==> config.mk <==
export PLATFORM = sky130hd
export DESIGN_NAME = adc_range_sequencer
export DESIGN_NICKNAME = d
export VERILOG_FILES = /design/src/rtl/adc_seq_pkg.sv /design/src/rtl/adc_seq_range_wait.sv /design/src/rtl/adc_seq_mode_wait.sv /design/src/rtl/adc_range_sequencer.sv
export SDC_FILE = /design/constraint.sdc
export NUM_CORES = 1
export LEC_CHECK = 0
export ABC_CLOCK_PERIOD_IN_PS = 3610
export CORE_ASPECT_RATIO = 1.1
export CORE_MARGIN = 2
export CORE_UTILIZATION = 41
export DETAILED_ROUTE_END_ITERATION = 10
export DONT_BUFFER_PORTS = 1
export PLACE_DENSITY = 0.6
export SYNTH_ARGS = -nofsm -noshare
export SYNTH_HDL_FRONTEND = slang
export SYNTH_SLANG_ARGS = --single-unit
==> constraint.sdc <==
create_clock -name clk_i -period 3.61 [get_ports clk_i]
set_input_delay 0.722 -clock clk_i [delete_from_list [all_inputs] [get_ports clk_i]]
set_output_delay 0.722 -clock clk_i [all_outputs]
set_load 0.01 [all_outputs]
==> src/rtl/adc_seq_pkg.sv <==
package adc_seq_pkg;

    typedef enum logic [1:0] {
        GAIN_M9 = 2'b00,
        GAIN_M3 = 2'b01,
        GAIN_M6 = 2'b10,
        GAIN_0  = 2'b11
    } gain_e;

    typedef enum logic [1:0] {
        PWR_ACTIVE = 2'b00,
        PWR_NAP    = 2'b01,
        PWR_SLEEP  = 2'b10,
        PWR_RSVD   = 2'b11
    } pwr_e;

    // Clock cycles covering a wait of ns nanoseconds, rounded up, at least one.
    function automatic longint ns_to_cycles(input longint clk_hz, input longint ns);
        longint c;
        c = (clk_hz * ns + 64'd999_999_999) / 64'd1_000_000_000;
        return (c < 1) ? 64'd1 : c;
    endfunction

endpackage

==> src/rtl/adc_seq_range_wait.sv <==
module adc_seq_range_wait
    import adc_seq_pkg::*;
#(
    parameter int               CNT_W    = 8,
    parameter logic [CNT_W-1:0] RISE_CYC = '0,
    parameter logic [CNT_W-1:0] FALL_CYC = '0,
    parameter logic [CNT_W-1:0] DEEP_CYC = '0
) (
    input  gain_e            cur_i,
    input  gain_e            nxt_i,
    output logic [CNT_W-1:0] cyc_o
);

    logic touches_div;

    always_comb begin
        touches_div = (cur_i == GAIN_M6) || (cur_i == GAIN_M9) ||
                      (nxt_i == GAIN_M6) || (nxt_i == GAIN_M9);
        if (cur_i == nxt_i) begin
            cyc_o = '0;
        end else if (touches_div) begin
            cyc_o = DEEP_CYC;
        end else if ((cur_i == GAIN_M3) && (nxt_i == GAIN_0)) begin
            cyc_o = RISE_CYC;
        end else begin
            cyc_o = FALL_CYC;
        end
    end

endmodule

==> src/rtl/adc_seq_mode_wait.sv <==
module adc_seq_mode_wait
    import adc_seq_pkg::*;
#(
    parameter int               CNT_W     = 8,
    parameter logic [CNT_W-1:0] NAP_CYC   = '0,
    parameter logic [CNT_W-1:0] SLEEP_CYC = '0
) (
    input  pwr_e             cur_i,
    input  pwr_e             nxt_i,
    output logic [CNT_W-1:0] cyc_o
);

    always_comb begin
        if (cur_i == nxt_i) begin
            cyc_o = '0;
        end else if (cur_i == PWR_SLEEP) begin
            cyc_o = SLEEP_CYC;
        end else if ((cur_i == PWR_NAP) && (nxt_i == PWR_ACTIVE)) begin
            cyc_o = NAP_CYC;
        end else begin
            cyc_o = '0;
        end
    end

endmodule

==> src/rtl/adc_range_sequencer.sv <==
module adc_range_sequencer
    import adc_seq_pkg::*;
#(
    parameter longint CLK_HZ   = 100_000_000,
    parameter longint RISE_NS  = 600_000,
    parameter longint FALL_NS  = 11_000_000,
    parameter longint DEEP_NS  = 700_000_000,
    parameter longint SLEEP_NS = 210_000_000,
    parameter longint NAP_NS   = 250
) (
    input  logic       clk_i,
    input  logic       rst_ni,
    input  logic       rng_req_i,
    input  logic [1:0] rng_code_i,
    input  logic       pwr_req_i,
    input  logic [1:0] pwr_code_i,
    input  logic       conv_req_i,
    output logic [1:0] rng_sel_o,
    output logic       sleep_n_o,
    output logic       nap_o,
    output logic       ready_o,
    output logic       conv_go_o
);

    localparam longint RISE_C  = ns_to_cycles(CLK_HZ, RISE_NS);
    localparam longint FALL_C  = ns_to_cycles(CLK_HZ, FALL_NS);
    localparam longint DEEP_C  = ns_to_cycles(CLK_HZ, DEEP_NS);
    localparam longint SLEEP_C = ns_to_cycles(CLK_HZ, SLEEP_NS);
    localparam longint NAP_C   = ns_to_cycles(CLK_HZ, NAP_NS);
    localparam longint MAX_AB  = (RISE_C > FALL_C) ? RISE_C : FALL_C;
    localparam longint MAX_CD  = (DEEP_C > SLEEP_C) ? DEEP_C : SLEEP_C;
    localparam longint MAX_ABCD = (MAX_AB > MAX_CD) ? MAX_AB : MAX_CD;
    localparam longint MAX_C   = (MAX_ABCD > NAP_C) ? MAX_ABCD : NAP_C;
    localparam int     CNT_W   = $clog2(MAX_C + 1);

    localparam logic [CNT_W-1:0] RISE_V  = CNT_W'(RISE_C);
    localparam logic [CNT_W-1:0] FALL_V  = CNT_W'(FALL_C);
    localparam logic [CNT_W-1:0] DEEP_V  = CNT_W'(DEEP_C);
    localparam logic [CNT_W-1:0] SLEEP_V = CNT_W'(SLEEP_C);
    localparam logic [CNT_W-1:0] NAP_V   = CNT_W'(NAP_C);

    typedef struct packed {
        gain_e            gain;
        pwr_e             pwr;
        logic             busy;
        logic [CNT_W-1:0] cnt;
        logic             hold_g_v;
        gain_e            hold_g;
        logic             hold_p_v;
        pwr_e             hold_p;
        logic             ready;
    } seq_st_t;

    localparam seq_st_t RST_ST = '{
        gain:     GAIN_0,
        pwr:      PWR_ACTIVE,
        busy:     1'b1,
        cnt:      SLEEP_V,
        hold_g_v: 1'b0,
        hold_g:   GAIN_0,
        hold_p_v: 1'b0,
        hold_p:   PWR_ACTIVE,
        ready:    1'b0
    };

    seq_st_t st_d, st_q;

    logic             pwr_ok;
    logic             eff_g_v, eff_p_v;
    gain_e            eff_g, tgt_g;
    pwr_e             eff_p, tgt_p;
    logic [CNT_W-1:0] g_cyc, p_cyc, w_cyc;
    logic             at_term, apply;

    // Merge a fresh request with any held one; a fresh one wins.
    always_comb begin
        pwr_ok  = pwr_req_i && (pwr_e'(pwr_code_i) != PWR_RSVD);
        eff_g_v = rng_req_i || st_q.hold_g_v;
        eff_g   = rng_req_i ? gain_e'(rng_code_i) : st_q.hold_g;
        eff_p_v = pwr_ok || st_q.hold_p_v;
        eff_p   = pwr_ok ? pwr_e'(pwr_code_i) : st_q.hold_p;
        tgt_g   = eff_g_v ? eff_g : st_q.gain;
        tgt_p   = eff_p_v ? eff_p : st_q.pwr;
    end

    adc_seq_range_wait #(
        .CNT_W    (CNT_W),
        .RISE_CYC (RISE_V),
        .FALL_CYC (FALL_V),
        .DEEP_CYC (DEEP_V)
    ) u_rwait (
        .cur_i (st_q.gain),
        .nxt_i (tgt_g),
        .cyc_o (g_cyc)
    );

    adc_seq_mode_wait #(
        .CNT_W     (CNT_W),
        .NAP_CYC   (NAP_V),
        .SLEEP_CYC (SLEEP_V)
    ) u_mwait (
        .cur_i (st_q.pwr),
        .nxt_i (tgt_p),
        .cyc_o (p_cyc)
    );

    always_comb begin
        w_cyc   = (g_cyc > p_cyc) ? g_cyc : p_cyc;
        at_term = st_q.busy && (st_q.cnt == CNT_W'(1));
        apply   = !st_q.busy || at_term;

        st_d = st_q;
        if (!apply) begin
            st_d.cnt = st_q.cnt - CNT_W'(1);
            if (rng_req_i) begin
                st_d.hold_g_v = 1'b1;
                st_d.hold_g   = gain_e'(rng_code_i);
            end
            if (pwr_ok) begin
                st_d.hold_p_v = 1'b1;
                st_d.hold_p   = pwr_e'(pwr_code_i);
            end
        end else begin
            st_d.gain     = tgt_g;
            st_d.pwr      = tgt_p;
            st_d.hold_g_v = 1'b0;
            st_d.hold_p_v = 1'b0;
            st_d.busy     = (w_cyc != '0);
            st_d.cnt      = w_cyc;
        end
        st_d.ready = !st_d.busy && (st_d.pwr == PWR_ACTIVE);
    end

    always_ff @(posedge clk_i or negedge rst_ni) begin
        if (!rst_ni) begin
            st_q <= RST_ST;
        end else begin
            st_q <= st_d;
        end
    end

    assign rng_sel_o = st_q.gain;
    assign sleep_n_o = (st_q.pwr != PWR_SLEEP);
    assign nap_o     = (st_q.pwr == PWR_NAP);
    assign ready_o   = st_q.ready;
    assign conv_go_o = conv_req_i && st_q.ready;

endmodule

==> summary.txt, run 1 <==
Layout
  – Final Util: between 40% and 50%
  – Diodes inserted: 0
  – Final net count: 269
  – Area grow syn2layout: 5.198%
  – Layout fillers: 565
  – Layout cell share with drive strength beyond 1: approximately 15%

Yosys
  – Register bit total from synthesis: 39
  – Share of the synthesized area in the top cell type: 25.73%
  – Syn Nets: 269
  – Yosys top cell by area: dfrtp_1
  – Yosys warning count: 0
  – Sequential fraction of the synthesis area: about two fifths
  – Share of synthesized registers carrying an async set or reset: 100.0%
  – Mapped Cells: 251
  – Syn Area/Cell: between 9 and 10 sq um
  – Count leader, synth: nor2_1
  – Ys flop type: dfrtp_1
  – Mapped cell area: around 2400 sq um
  – EDFF count, synth: 0
  – Distinct cells, synth: 51
  – Area contributors post-synth: dfrtp_1 (26%), dfstp_2 (15%), xnor2_1 (6.1%)
  – Synth top cells by count: nor2_1 (29), dfrtp_1 (25), nand2_1 (17), xnor2_1 (17)

Route
  – Iteration-0 DRC Markers: 132
  – Vias: 1,795
  – Antenna Violating Nets Remaining: 0
  – Drt drc: 0
  – Final wirelength: 4732 um
  – WL/cell: 14.38 um
  – Drt first pass iters: 4
  – Via/cell ratio: between 5 and 6

Global routing
  – Pin count of the biggest net entering global routing: 40
  – Vias in the first global route: 1,766
  – First-pass GRT wire length: 8390 um
  – Initial antenna violation count: 0
  – GRT Overall Usage: 16.13%
  – Grt ovf: 0

Floorplan
  – Die area: around 6600 sq um
  – I/O pins: 15
  – Initial Util: 42.41%
  – Die height: 84.76 um
  – FP Rows: 29
  – Core footprint: approximately 5700 sq um
  – Chip width: 77.42 um

STA
  – Fmax: approximately 0.34 GHz
  – Final period utilization: 82.51%
  – Minimum clock period: 2.979 ns
  – Pin slew with the least headroom to its limit: 0.7501 ns
  – Skew final: 0.009218 ns
  – Total Neg Setup Slack: 0 ns
  – Slew margin rel.: around half
  – Final Hold Viols: 0
  – Fin. max-slew vios: 0
  – Final Setup Violations: 0
  – RSZ-0062 raised after global routing: false

Clock network
  – Root Driver: clkbuf_8
  – Total CTS buffers: 5
  – CTS tree: done
  – Clock transition at the registers of the reported paths: 0.07 ns
  – Number of gates resized after CTS: 0
  – Postcts setup bufs: 0
  – Sink Count: 39
  – Clk buf depth: 2
  – Clk_lat worst skew: 0.29 ns
  – H-tree Lvls: 2
  – Hold buffer count at cts: 0

Flow run
  – Max-cap viol count: 0

Setup path
  – Worst setup path startpoint: st_q[6]$_DFFE_PN0P_
  – Worst setup endpoint: st_q[7]$_DFF_PN0_
  – RR Endpoint: st_q[7]$_DFF_PN0_
  – Critical Path Fanout Max: 6
  – Worst reg-to-reg setup slack: ~0.63 ns
  – Sequence of cells on the critical path: nor2b_1 -> inv_1 -> o221ai_1 -> nor2_1 -> inv_1 -> ha_1 -> and4b_1 -> o21ai_0 -> o311a_1 -> o211ai_1 -> o21ai_0
  – Worst r2r src: st_q[6]$_DFFE_PN0P_
  – Data arrival, critical path: 3.11 ns
  – CP Class: flop to flop
  – Slowest stage delay, CP: 0.45 ns
  – WP data required: 3.74 ns
  – FF-to-FF path depth: 11
  – Worst Setup End Kind: flop
  – Crit-path slowest cell: nor2_1
  – Worst setup SP type: flop

Pwr
  – Net Switching: between 0.6 and 0.7 mW
  – Leak: 1.030 nW
  – VDD IR-drop max: 0.3811 mV
  – Pint: 1.089 mW
  – Reg power frac: 45.1%
  – Pwr Density: approximately 700 nW/um^2
  – Switching Fraction: 38.90%
  – Gate power share: between 30 and 40%
  – Clk pwr share: 15.8%

Placement
  – PortBufs: 0
  – Routability cong.: 0.8081
  – Final HPWL DP: 3418 um

Hold path
  – Worst Hold Class: input port to asynchronous set/reset pin

Status
  – Run status: finished, final reports clean
[worst min path at each step]
stage | slack (ns) | startpoint | end
after detailed placement | 0.43 | rst_ni | st_q[6]$_DFFE_PN0P_
after CTS | 0.11 | rst_ni | st_q[10]$_DFF_PN0_
after floorplan | 0.43 | rst_ni | ready_o$_DFF_PN0_
after global routing | 0.1 | rst_ni | st_q[23]$_DFF_PN0_
final | 0.12 | rst_ni | st_q[26]$_DFF_PN0_
after global placement | 0.43 | rst_ni | st_q[6]$_DFFE_PN0P_
[cell type report]
cell class	instances	area (sq um)	area share, %
tap	77	96.34	3.767
multi-input combinational	192	1335	52.20
timing repair buffer	1	7.507	0.2935
sequential	39	993.5	38.85
clock buffer	8	80.08	3.131
inverter	12	45.04	1.761
[state kept, by name, summed over array words and instances (netlist names)]
signal and count:
st_q 36, rng_sel_o 2, ready_o 1
[cells in the final DEF (no fill, tap or decap), types with 10 or more instances in the layout]
master | synthesis | layout
nor3_1 | 12 | 12
nand2_1 | 17 | 17
xor2_1 | 10 | 10
xnor2_1 | 17 | 17
inv_1 | 12 | 12
dfrtp_1 | 25 | 25
a21oi_1 | 14 | 14
nor2_1 | 29 | 29
dfstp_2 | 14 | 14
[power groups by stage]
stage | sequential, mW | clock [mW] | combinational, mW
2_1_floorplan | 0.765 | 0 | 0.609
3_3_place_gp | 0.808 | 0 | 0.690
3_5_place_dp | 0.811 | 0 | 0.693
4_1_cts | 0.805 | 0.292 | 0.699
5_1_grt | 0.831 | 0.311 | 0.797
6_report | 0.804 | 0.281 | 0.697
[per-stage QoR]
step	hold slack (ns)	cells	total power, mW	cell area [sq um]	setup slack [ns]
CTS	0.1077	329	1.796	2557	0.6551
global placement	0.4277	321	1.498	2477	0.4375
global route	0.09883	329	1.939	2557	0.3447
finish	0.1181	329	1.782	2557	0.6314
floorplan	0.4264	251	1.374	2431	0.5947
detailed placement	0.4274	321	1.504	2477	0.3905
[kinds of logic (layout without fill, tap and decap cells)]
logic type | after synthesis | after routing | synth area share, %
and+or+nand+nor | 99 | 99 | 23.37
AOI/OAI and AO/OA | 52 | 52 | 14.98
DFF | 39 | 39 | 40.86
xor gates and xnor gates | 27 | 27 | 9.727
buffers and inverters | 20 | 21 | 4.220
adders and majority gates | 9 | 9 | 4.632
muxes | 5 | 5 | 2.213
[per-layer routing]
layer,track usage (%),routed length (um),up-vias
met2,24.90,2184,45
li1,-,-,881
met3,3.118,234,6
met4,7.955,105,0
met5,0,0,-
met1,21.71,2208,863
[critical path: cells and delay by family, from the launching register on]
family,cells,cell delay [ns]
DFF,1,0.43
and+or+nand+nor,3,0.87
buffers and inverters,2,0.15
AOI/OAI and AO/OA,5,1.08
adders and majority gates,1,0.30
(Power assumes the default switching activity.)
==> run 2: changes to the inputs <==
- ABC_CLOCK_PERIOD_IN_PS: 3610 -> 3000
- clock period: 3.61 -> 3 ns (I/O delays scaled with it)
==> summary.txt, run 2 (synthesis results as in run 1) <==
STA
  – Pin slew with the least headroom to its limit: 0.7620 ns
  – Final period utilization: 92.45%
  – Total Neg Setup Slack: 0 ns
  – Setup ws final: 0.2265 ns
  – Slew margin rel.: 49.20%
  – Final Hold Viols: 0
  – Fin. max-slew vios: 0
  – Worst hold slack: roughly 0.11 ns
  – RSZ-0062 raised after global routing: false
  – Minimum clock period: 2.773 ns
  – Skew final: 0.005620 ns
  – Fmax: 0.3606 GHz
  – Final Setup Violations: 0

Setup path
  – RR Endpoint: st_q[16]$_DFF_PN1_
  – Worst Setup End Kind: flop
  – Critical Path Fanout Max: 6
  – Worst reg-to-reg setup slack: 0.23 ns
  – WP data required: roughly 3.2 ns
  – Worst setup SP type: flop
  – Worst r2r src: st_q[6]$_DFFE_PN0P_
  – Data arrival, critical path: 2.98 ns
  – FF-to-FF path depth: 11
  – CP Class: flop to flop

Global routing
  – Vias in the first global route: 1,873
  – Initial antenna violation count: 0
  – Pin count of the biggest net entering global routing: 26
  – First-pass GRT wire length: 8638 um
  – Grt ovf: 0
  – GRT Overall Usage: roughly 17%

Route
  – Final wirelength: between 4000 and 5000 um
  – Drt drc: 0
  – Drt first pass iters: 4
  – Iteration-0 DRC Markers: 63
  – Via/cell ratio: ~5.2
  – Top Layer Used: met4
  – M1 wire length: about 2300 um
  – Met2 WL: 2458 um
  – Antenna Violating Nets Remaining: 0
  – WL met3: 176 um
  – Vias: 1,770
  – WL/cell: 14.70 um

Layout
  – Cell Count, Final, Fillers Out: 338
  – Area grow syn2layout: 9.316%
  – Most flops, register: st_q
  – Most frequent cells in the layout: nor2_1 (29), dfrtp_1 (25), nand2_1 (17), xnor2_1 (17)
  – Final net count: between 200 and 300
  – Layout fillers: 591
  – Commonest non-fill, non-tap cell in the layout: nor2_1
  – Layout cell share with drive strength beyond 1: about a fifth
  – Final Util: 46.36%
  – Diodes inserted: 0
  – Max reg flops: 36

Placement
  – Routability cong.: 0.8697
  – Final HPWL DP: 3513 um
  – PortBufs: 0
  – Placed Cells: 329
  – Dpl ws: 0.05570 ns

Floorplan
  – Core footprint: ~5700 sq um
  – FP Rows: 29
  – I/O pins: 15
  – Die height: 84.76 um
  – Chip width: 77.42 um
  – Initial Util: 42.41%
  – Die area: 6562 sq um

Clock network
  – Clock transition at the registers of the reported paths: 0.08 ns
  – Root Driver: clkbuf_8
  – H-tree Lvls: 2
  – Clk buf depth: 2
  – Sink Count: 39
  – Postcts setup bufs: 0
  – Total CTS buffers: 5
  – Clk_lat worst skew: 0.30 ns
  – CTS tree: done

Pwr
  – Leak: 1.083 nW
  – Pwr Density: 844.4 nW/um^2
  – VDD IR-drop max: between 0.4 and 0.5 mV

Flow run
  – Max-cap viol count: 0

Status
  – Run status: finished, final reports clean

Hold path
  – Worst Hold Class: input port to asynchronous set/reset pin
## run 2: cell types whose count changed in the layout (fill, tap and decap cells not counted), sizes merged
cell / before / now
buf: 1 / 10
clkbuf: 8 / 5
clkinvlp: 0 / 2
clkinv: 0 / 1
## run 2: worst max path at each step
stage	from	endpoint	slack, ns
5_1_grt	st_q[6]$_DFFE_PN0P_	st_q[16]$_DFF_PN1_	0.001
4_1_cts	st_q[6]$_DFFE_PN0P_	st_q[16]$_DFF_PN1_	0.17
6_report	st_q[6]$_DFFE_PN0P_	st_q[16]$_DFF_PN1_	0.23
2_1_floorplan	rng_req_i	st_q[16]$_DFF_PN1_	0.11
3_3_place_gp	rng_req_i	st_q[16]$_DFF_PN1_	0.11
3_5_place_dp	rng_req_i	st_q[16]$_DFF_PN1_	0.06
## run 2: what timing repair did
action | in CTS | in global routing
hold buffers | 1 | 0
resized for setup | 0 | 2
hold endpoints to repair | 25 | 0
endpoints found under the setup margin | 0 | 10
## run 2: per-layer routing
layer | GRT usage [%] | up-vias
li1 | - | 895
met1 | 20.78 | 847
met2 | 28.77 | 24
met3 | 4.194 | 4
met4 | 4.383 | 0
met5 | 0 | -
## run 2: stage by stage
step                power, mW  cell area [sq um]
finish                  2.244               2658
global route            2.433               2658
CTS                     2.260               2646
detailed placement      1.886               2537
global placement        1.876               2537
floorplan               1.654               2431
## run 2: cell type report
class                   count  area [sq um]  share of cell area (%)
clock buffers               5         68.82                   2.589
flip-flops and latches     39         993.5                   37.38
repair buffers             10         87.58                   3.296
well taps                  77         96.34                   3.625
clock inverters             3         20.02                  0.7533
inverters                  12         45.04                   1.695
multi-input cells         192          1346                   50.66
## run 2: report_power, final
group / switching, mW / leakage (nW) / internal, mW
clock: 0.193 / 0.0402 / 0.162
sequential: 0.212 / 0.448 / 0.756
combinational: 0.472 / 0.594 / 0.449
total: 0.877 / 1.08 / 1.37
## run 2: critical path, cell delays in order (launching register included)
cell and delay, ns:
dfrtp_1 0.43, nor2b_1 0.28, inv_1 0.10, o221ai_2 0.25, or3_1 0.17, inv_1 0.07
ha_1 0.29, and4b_1 0.17, o21ai_0 0.10, o311a_1 0.35, o31a_1 0.28, a22oi_1 0.19
